===== config.mk =====
export PLATFORM = sky130hd
export DESIGN_NAME = pwr_state_ctl
export DESIGN_NICKNAME = d
export VERILOG_FILES = /design/src/rtl/pwr_state_pkg.sv /design/src/rtl/pwr_pin_sync.sv /design/src/rtl/pwr_dep_check.sv /design/src/rtl/pwr_relock_timer.sv /design/src/rtl/pwr_state_ctl.sv
export SDC_FILE = /design/constraint.sdc
export NUM_CORES = 1
export LEC_CHECK = 0
export ABC_AREA = 1
export ABC_CLOCK_PERIOD_IN_PS = 1900
export CORE_MARGIN = 8
export CORE_UTILIZATION = 50
export CTS_BUF_LIST = sky130_fd_sc_hd__clkbuf_4 sky130_fd_sc_hd__clkbuf_8 sky130_fd_sc_hd__clkbuf_16
export CTS_CLUSTER_DIAMETER = 200
export DETAILED_ROUTE_END_ITERATION = 7
export GPL_ROUTABILITY_DRIVEN = 0
export PLACE_DENSITY = 0.78
export SLEW_MARGIN = 20
export SYNTH_ARGS = -nofsm -noshare
export SYNTH_HDL_FRONTEND = slang
export SYNTH_HIERARCHICAL = 1
export SYNTH_SLANG_ARGS = --single-unit

===== constraint.sdc =====
create_clock -name clk -period 1.9 [get_ports clk]
set_input_delay 0.57 -clock clk [delete_from_list [all_inputs] [get_ports clk]]
set_output_delay 0.57 -clock clk [all_outputs]
set_load 0.02 [all_outputs]

===== src/rtl/pwr_state_pkg.sv =====
package pwr_state_pkg;
  typedef enum logic {
    PIN_SELECT  = 1'b0,
    PIN_SUSPEND = 1'b1
  } pin_mode_e;

  function automatic pin_mode_e to_mode(input logic b);
    return b ? PIN_SUSPEND : PIN_SELECT;
  endfunction
endpackage


===== src/rtl/pwr_pin_sync.sv =====
module pwr_pin_sync #(
  parameter int unsigned W = 1,
  parameter logic [W-1:0] RST_VAL = '0
) (
  input  logic         clk,
  input  logic         rst_n,
  input  logic [W-1:0] d,
  output logic [W-1:0] q
);
  logic [W-1:0] stage1;

  always_ff @(posedge clk or negedge rst_n) begin
    if (!rst_n) begin
      stage1 <= RST_VAL;
      q      <= RST_VAL;
    end else begin
      stage1 <= d;
      q      <= stage1;
    end
  end
endmodule


===== src/rtl/pwr_dep_check.sv =====
module pwr_dep_check #(
  parameter int unsigned N_OUT = 6,
  parameter int unsigned N_PLL = 3,
  parameter int unsigned SRC_W = 2
) (
  input  logic [N_OUT*SRC_W-1:0] out_src,
  input  logic [N_PLL-1:0]       pll_mask,
  input  logic [N_OUT-1:0]       out_mask,
  output logic [N_OUT*N_PLL-1:0] src_onehot,
  output logic [N_OUT-1:0]       eff_mask,
  output logic                   mask_err
);
  logic [N_OUT-1:0] forced;

  for (genvar i = 0; i < N_OUT; i++) begin : g_out
    logic [SRC_W-1:0] code;
    logic [N_PLL-1:0] oh;
    assign code = out_src[i*SRC_W +: SRC_W];
    for (genvar j = 0; j < N_PLL; j++) begin : g_pll
      assign oh[j] = (code == SRC_W'(j + 1));
    end
    assign src_onehot[i*N_PLL +: N_PLL] = oh;
    assign forced[i] = |(oh & pll_mask);
  end

  assign eff_mask = out_mask | forced;
  assign mask_err = |(forced & ~out_mask);
endmodule


===== src/rtl/pwr_relock_timer.sv =====
module pwr_relock_timer #(
  parameter int unsigned RELOCK_W = 16
) (
  input  logic                clk,
  input  logic                rst_n,
  input  logic                shut_now,
  input  logic [RELOCK_W-1:0] load_len,
  output logic                shut_q,
  output logic                release_pulse,
  output logic                busy
);
  logic [RELOCK_W-1:0] cnt;

  assign release_pulse = shut_q & ~shut_now;
  assign busy = (cnt != '0);

  always_ff @(posedge clk or negedge rst_n) begin
    if (!rst_n) begin
      shut_q <= 1'b0;
      cnt    <= '0;
    end else begin
      shut_q <= shut_now;
      if (shut_now)           cnt <= '0;
      else if (release_pulse) cnt <= load_len;
      else if (busy)          cnt <= cnt - 1'b1;
    end
  end

  AST_NO_COUNT_IN_SHUTDOWN: assert property (@(posedge clk) disable iff (!rst_n)
    shut_q |-> !busy);
endmodule


===== src/rtl/pwr_state_ctl.sv =====
module pwr_state_ctl #(
  parameter int unsigned N_OUT    = 6,
  parameter int unsigned N_PLL    = 3,
  parameter int unsigned SRC_W    = $clog2(N_PLL + 1),
  parameter int unsigned RELOCK_W = 16
) (
  input  logic                   clk,
  input  logic                   rst_n,
  input  logic                   oe_pin,
  input  logic                   susp_pin,
  input  logic                   cfg_sysdown_en,
  input  logic                   cfg_pin_mode,
  input  logic [N_PLL-1:0]       cfg_pll_susp,
  input  logic [N_OUT-1:0]       cfg_out_susp,
  input  logic [N_OUT*SRC_W-1:0] cfg_out_src,
  input  logic [RELOCK_W-1:0]    cfg_relock_len,
  output logic [N_OUT-1:0]       out_tri,
  output logic [N_OUT-1:0]       out_en,
  output logic [N_PLL-1:0]       pll_pd,
  output logic                   sys_shutdown,
  output logic                   relock_busy,
  output logic                   cfg_err,
  output logic                   fsel_bit
);
  import pwr_state_pkg::*;

  logic oe_s, susp_s;
  logic shut_now, release_pulse, susp_act;
  logic [N_OUT*N_PLL-1:0] src_onehot;
  logic [N_OUT-1:0] eff_mask, tri_d, en_d;
  logic [N_PLL-1:0] pd_d;
  logic mask_err;
  pin_mode_e mode;

  pwr_pin_sync #(.W(1), .RST_VAL(1'b0)) u_oe_sync (
    .clk(clk), .rst_n(rst_n), .d(oe_pin), .q(oe_s));
  pwr_pin_sync #(.W(1), .RST_VAL(1'b1)) u_susp_sync (
    .clk(clk), .rst_n(rst_n), .d(susp_pin), .q(susp_s));

  pwr_dep_check #(.N_OUT(N_OUT), .N_PLL(N_PLL), .SRC_W(SRC_W)) u_dep (
    .out_src(cfg_out_src), .pll_mask(cfg_pll_susp), .out_mask(cfg_out_susp),
    .src_onehot(src_onehot), .eff_mask(eff_mask), .mask_err(mask_err));

  assign mode     = to_mode(cfg_pin_mode);
  assign shut_now = ~oe_s & cfg_sysdown_en;
  assign susp_act = (mode == PIN_SUSPEND) & ~susp_s;

  pwr_relock_timer #(.RELOCK_W(RELOCK_W)) u_relock (
    .clk(clk), .rst_n(rst_n), .shut_now(shut_now), .load_len(cfg_relock_len),
    .shut_q(sys_shutdown), .release_pulse(release_pulse), .busy(relock_busy));

  for (genvar j = 0; j < N_PLL; j++) begin : g_pd
    assign pd_d[j] = shut_now | (susp_act & cfg_pll_susp[j]);
  end

  for (genvar i = 0; i < N_OUT; i++) begin : g_ctl
    assign en_d[i]  = ~shut_now & ~|(src_onehot[i*N_PLL +: N_PLL] & pd_d);
    assign tri_d[i] = ~oe_s | release_pulse | relock_busy | (susp_act & eff_mask[i]);
  end

  always_ff @(posedge clk or negedge rst_n) begin
    if (!rst_n) begin
      out_tri  <= '1;
      out_en   <= '0;
      pll_pd   <= '1;
      cfg_err  <= 1'b0;
      fsel_bit <= 1'b0;
    end else begin
      out_tri  <= tri_d;
      out_en   <= en_d;
      pll_pd   <= pd_d;
      cfg_err  <= mask_err;
      fsel_bit <= (mode == PIN_SELECT) ? susp_s : 1'b0;
    end
  end

  AST_OE_LOW_TRI: assert property (@(posedge clk) disable iff (!rst_n)
    !oe_s |=> (out_tri == '1));
  AST_SHUTDOWN_PD: assert property (@(posedge clk) disable iff (!rst_n)
    sys_shutdown |-> (pll_pd == '1 && out_en == '0));
  AST_RELOCK_TRI: assert property (@(posedge clk) disable iff (!rst_n)
    relock_busy |-> (out_tri == '1));
  AST_SELECT_FWD: assert property (@(posedge clk) disable iff (!rst_n)
    cfg_pin_mode |=> !fsel_bit);

  for (genvar i = 0; i < N_OUT; i++) begin : g_ast
    for (genvar j = 0; j < N_PLL; j++) begin : g_src
      AST_DEP_TRI: assert property (@(posedge clk) disable iff (!rst_n)
        ($stable(cfg_out_src) && pll_pd[j] &&
         cfg_out_src[i*SRC_W +: SRC_W] == SRC_W'(j + 1)) |-> out_tri[i]);
      AST_DEP_STOP: assert property (@(posedge clk) disable iff (!rst_n)
        ($stable(cfg_out_src) && pll_pd[j] &&
         cfg_out_src[i*SRC_W +: SRC_W] == SRC_W'(j + 1)) |-> !out_en[i]);
    end
  end
endmodule


Word-level counts from Yosys, hierarchy flattened. Cells that the tools add are included.

Register bits after elaboration: 38. Output and inout port bits: 19. Input bits: 43. Logic and storage cells: 103.

Reduce and logical (&&, ||, !) cells: 21. Equality and inequality tests: 18. Mux-type cells: 5. Bitwise logic cells: 47. $add $sub $neg: 1.

Operators with widths (count): 2-to-1 mux 16 bit (3); bitwise AND 3 bit (12); OR reduction 3 bit (12); == test 2 bit (second input constant) (12); bitwise AND 1 bit (18); nonzero test 16 bit (1); subtractor 16 x 1 -> 16 bit (second input constant) (1); == test 2 x 1 -> 1 bit (second input constant) (6); OR 1 bit (11); bitwise AND 6 bit (1); logical NOT 1 bit (6); inverter 6 bit (1); OR 6 bit (1); OR reduction 6 bit (1); inverter 1 bit (3); nonzero test 3 bit (1); 2-to-1 mux 1 bit (2).

Longest topological paths before layout. Gate-level depths: netlist (run 1).

Depth in word-level cells: 8. Depth in mapped cells: 11. Depth with buffers taken out: 10.

Modules after synthesis. The synthesis (run 1) kept the hierarchy.

By module, submodules not included: pwr_relock_timer (seq. area each 425.4 µm², instances 1, cells each 192, area an instance 1297.5 µm²); pwr_state_ctl (seq. area each 436.7 µm², instances 1, cells each 80, area an instance 748.2 µm²); pwr_dep_check (seq. area each 0.0 µm², instances 1, cells each 84, area an instance 370.4 µm²); pwr_pin_sync (u_susp_sync) (seq. area each 52.6 µm², instances 1, cells each 2, area an instance 52.6 µm²); pwr_pin_sync (u_oe_sync) (seq. area each 50.0 µm², instances 1, cells each 2, area an instance 50.0 µm²).

Least setup slack after synthesis (run 1). Ideal clock, no wire load.

Path kind: reg2out. Start: register u_relock.cnt[0]. End: output port relock_busy. Path slack: 0.186 ns. Data arrival time: 1.144 ns. Data required time: 1.330 ns. Cell stages (with the launch flop): 6. Path buffers: 0. Cell sequence: dfrtp_1 -> inv_1 -> ha_1 -> nand2_4 -> nor2_8 -> nand4_2.

Word-level cells in the longest chain between the ends: 1.

RTL lines: start, declared (line pwr_relock_timer.sv:12) `logic [RELOCK_W-1:0] cnt;`; start signal, assigned (line pwr_relock_timer.sv:24) `else if (release_pulse) cnt <= load_len;`; start signal, assigned (line pwr_relock_timer.sv:25) `else if (busy) cnt <= cnt - 1'b1;`; nonzero test 16 bit (line pwr_relock_timer.sv:15) `assign busy = (cnt != '0);`; end, declared (line pwr_state_ctl.sv:21) `output logic relock_busy,`.

Every way passes these cells.

Final worst setup path (run 1).
Start: register u_relock.cnt[9]. End: output port relock_busy.

Same word-level chain as after synthesis.

==> flow_summary.toml, run 1 <==
[pwr]
switching_power_mw = 1.138
seq_power_share_pct = 32.5
cellPowerDensity_mw_per_mm2 = 851.8
combPwrFrac_pct = 45.2
swShare_pct = 36.69
internal_power_mw = 1.964
ir_drop_uv = 430.0
clockPowerShare_pct = 22.3
p_leak_nw = 1.870
total_power_mw = 3.103

[setup_path]
critPathArrivalTime_ns = 1.34
critPathLaunchType = "flip-flop"
crit_required_ns = 1.33
startpoint = "u_relock/cnt[9]"
timing.rr.end = "out_tri[1]"
worstSetupPathType = "reg2out"
crit_chain = "nor2_1 > nand2_1 > inv_1 > nand4_4 > buf_6"
critPathMaxFanout = 2
worstSetupEndpointType = "output pin"
cp-endpoint = "relock_busy"
critPathSlowestCell = "dfrtp_1"
ff2ff_path_depth = 8
rrSetupSlack_ns = 0.40
crit_path_max_incr_delay_ns = 0.39
rr_startpoint = "u_relock/cnt[9]"

[clock_network]
numClockSinks = 38
cts-buffers-inserted = 5
clk_path_buf_depth = 2
htreeDepth = 2
clockRootBuffer = "clkbuf_8"
path_clk_slew_ns = 0.08
cts_tree = "yes"
clk_latency_ns = 0.30
ctsHoldBuffers = 0

[finish]
drive_gt1_share_pct = 26.11
seq_area_um2 = 964.7
antenna_cells = 0
final.fill_count = 399
syn_to_final_growth_pct = 44.61
fin_util_pct = 73.18
nNetsFinal = 514
multi_input_area_mm2 = 0.001348

[timing]
hold_slack_ns = 0.2238
max_slew.worst_pin.slew_ns = 0.4784
hold_viol = 0
fin_crit_ns = 1.906
finalMaxSlewViolations = 0
fin_crit_sh_pct = 100.3
rsz0062_at_grt = "true"
clock_skew_ns = 0.007340
relSlewSlack_pct = 68.10
finalSetupViolCount = 1
fmax_mhz = 524.7
setup_slack_ns = -0.005874

[die]
io_pins = 62
dieArea_mm2 = 0.007565
start_util_pct = 50.60
rows = 26
die_w_um = 86.98
core_region_area_mm2 = 0.004977
die_h_um = 86.98

[drt]
detail_route.wl_per_cell_um = 13.13
routed_via_density = 4.843
ant_nets = 0
drtIter0Drc = 148
first_pass_iters = 4
routed_wl_mm = 7.106
drc = 0
vias = 2620

[grt]
first_global_vias = 2740
antenna_found_initial = 0
grt_usage_pct = 20.09
grt_start_max_net_pins = 21
grt_first_pass_wirelength_mm = 11.97
grt-ovfl-total = 0

[place]
hpwl_mm = 5.588
numPortBuffers = 61

[logic_synthesis]
ys_types = 29
netlist.top_cell.by_area = "dfrtp_1"
yosys.area.top_type_share_pct = 26.83
netlist_top_cells_area = "dfrtp_1 27%, nand2_1 17%, dfstp_2 11%"
ys_seq_elements = 38
synth_warnings = 6
yosysSeqAreaShare_pct = 38.30
syn_avg_cell_area_um2 = 6.996
synthesis.nets = 404
syn_area_mm2 = 0.002519
synth_cells = 360

[worst_hold_path]
hold_path_class = "in2async"

[status]
outcome = "complete, but fails checks"
violations = "negative setup slack"

[flow_run]
cap_violations = 0
cell usage after synthesis:
cell	number
xnor2_1	2
nor2_8	1
inv_4	2
clkinv_1	1
nand3b_1	1
nor2_2	11
inv_1	41
nand4_2	3
nand3_2	4
a21oi_2	1
dfstp_2	11
nor2_4	5
nand2_4	6
buf_6	2
o21ai_0	5
nor3_2	2
nand4_1	6
a21boi_1	1
o21bai_1	2
nand3_1	36
o21ai_1	7
inv_2	10
ha_1	1
nand2_1	117
nor3_1	1
or2_2	3
dfrtp_1	27
nor2_1	46
nand2_2	5
layout by cell type (no fill, tap or decap), types with 9 or more instances in the layout:
master / count
nor2_1: 45
nand2_1: 117
inv_2: 13
dlygate4sd2_1: 9
buf_4: 44
dfstp_2: 11
clkdlybuf4s50_1: 50
nor2_2: 12
dfrtp_1: 27
nand3_1: 36
inv_1: 38
cell families (layout without fill, tap and decap cells):
logic type	Yosys count	in the layout	synth area share, %
AO/OA/AOI/OAI	16	16	3.626
XOR/XNOR	2	2	0.6956
adder cells (fa/ha/maj)	1	1	0.4967
buffers and inverters	56	167	9.141
flip-flops	38	38	38.30
AND/OR/NAND/NOR	247	247	47.74
stage by stage:
step           setup WS, ns  setup TNS, ns  cell area (um2)  cells
2_1_floorplan        0.1858              0             2519    360
3_3_place_gp        -0.1070        -0.9444             3497    530
3_5_place_dp        -0.1531         -1.366             3497    530
4_1_cts            -0.01419       -0.01419             3602    538
5_1_grt            -0.05990       -0.05990             3642    541
6_report          -0.005874      -0.005874             3642    541
final cells by class:
type	instances	share of cell area, %
multi-input cells	266	37.00
repair buffers	105	25.42
clock inverters	3	1.099
inverters	54	5.703
well taps	70	2.405
flip-flops and latches	38	26.49
clock buffers	5	1.889
per-layer routing:
layer | GRT usage, % | wire length [um]
met5 | 0 | 0
met4 | 7.825 | 150
met3 | 5.566 | 397
met2 | 38.17 | 3772
met1 | 20.00 | 2785
power by group through the flow:
stage	clock (mW)	combinational (mW)	sequential (mW)
3_3_place_gp	0	1.32	1.02
6_report	0.691	1.40	1.01
3_5_place_dp	0	1.34	1.02
4_1_cts	0.707	1.36	1.01
5_1_grt	0.742	1.56	1.02
2_1_floorplan	0	0.696	1.07
flip-flops by register name, summed over array words and instances (netlist names):
name,count
u_oe_sync/q,1
u_oe_sync/stage1,1
u_relock/shut_q,1
out_tri,6
u_relock/cnt,16
out_en,6
u_susp_sync/stage1,1
cfg_err,1
u_susp_sync/q,1
pll_pd,3
fsel_bit,1
worst min path at each step:
stage | depth (start not counted) | startpoint | to
4_1_cts | 1 | rst_n | cfg_err
2_1_floorplan | 0 | rst_n | cfg_err
6_report | 1 | rst_n | u_relock/cnt[2]
3_3_place_gp | 0 | u_oe_sync/stage1 | u_oe_sync/q
5_1_grt | 1 | rst_n | u_relock/shut_q
3_5_place_dp | 0 | u_susp_sync/stage1 | u_susp_sync/q
worst max-delay path: cells and delay by family (launching register included):
| kind | cells | cell delay [ns] |
|---|---|---|
| buffers and inverters | 2 | 0.27 |
| DFF | 1 | 0.39 |
| and+or+nand+nor | 3 | 0.38 |
repair_timing:
action | CTS | global route
pin swaps | 1 | 1
endpoints found under the setup margin | 10 | 1
buffers inserted | 0 | 3
gates resized for setup | 17 | 5
Note: power is estimated with default switching activity, not from simulation.
==> run 2, diff against run 1 <==
Settings changed: CAP_MARGIN set to 20.
==> results of run 2 <==
Final layout, timing and power as in run 1 (identical DEF).
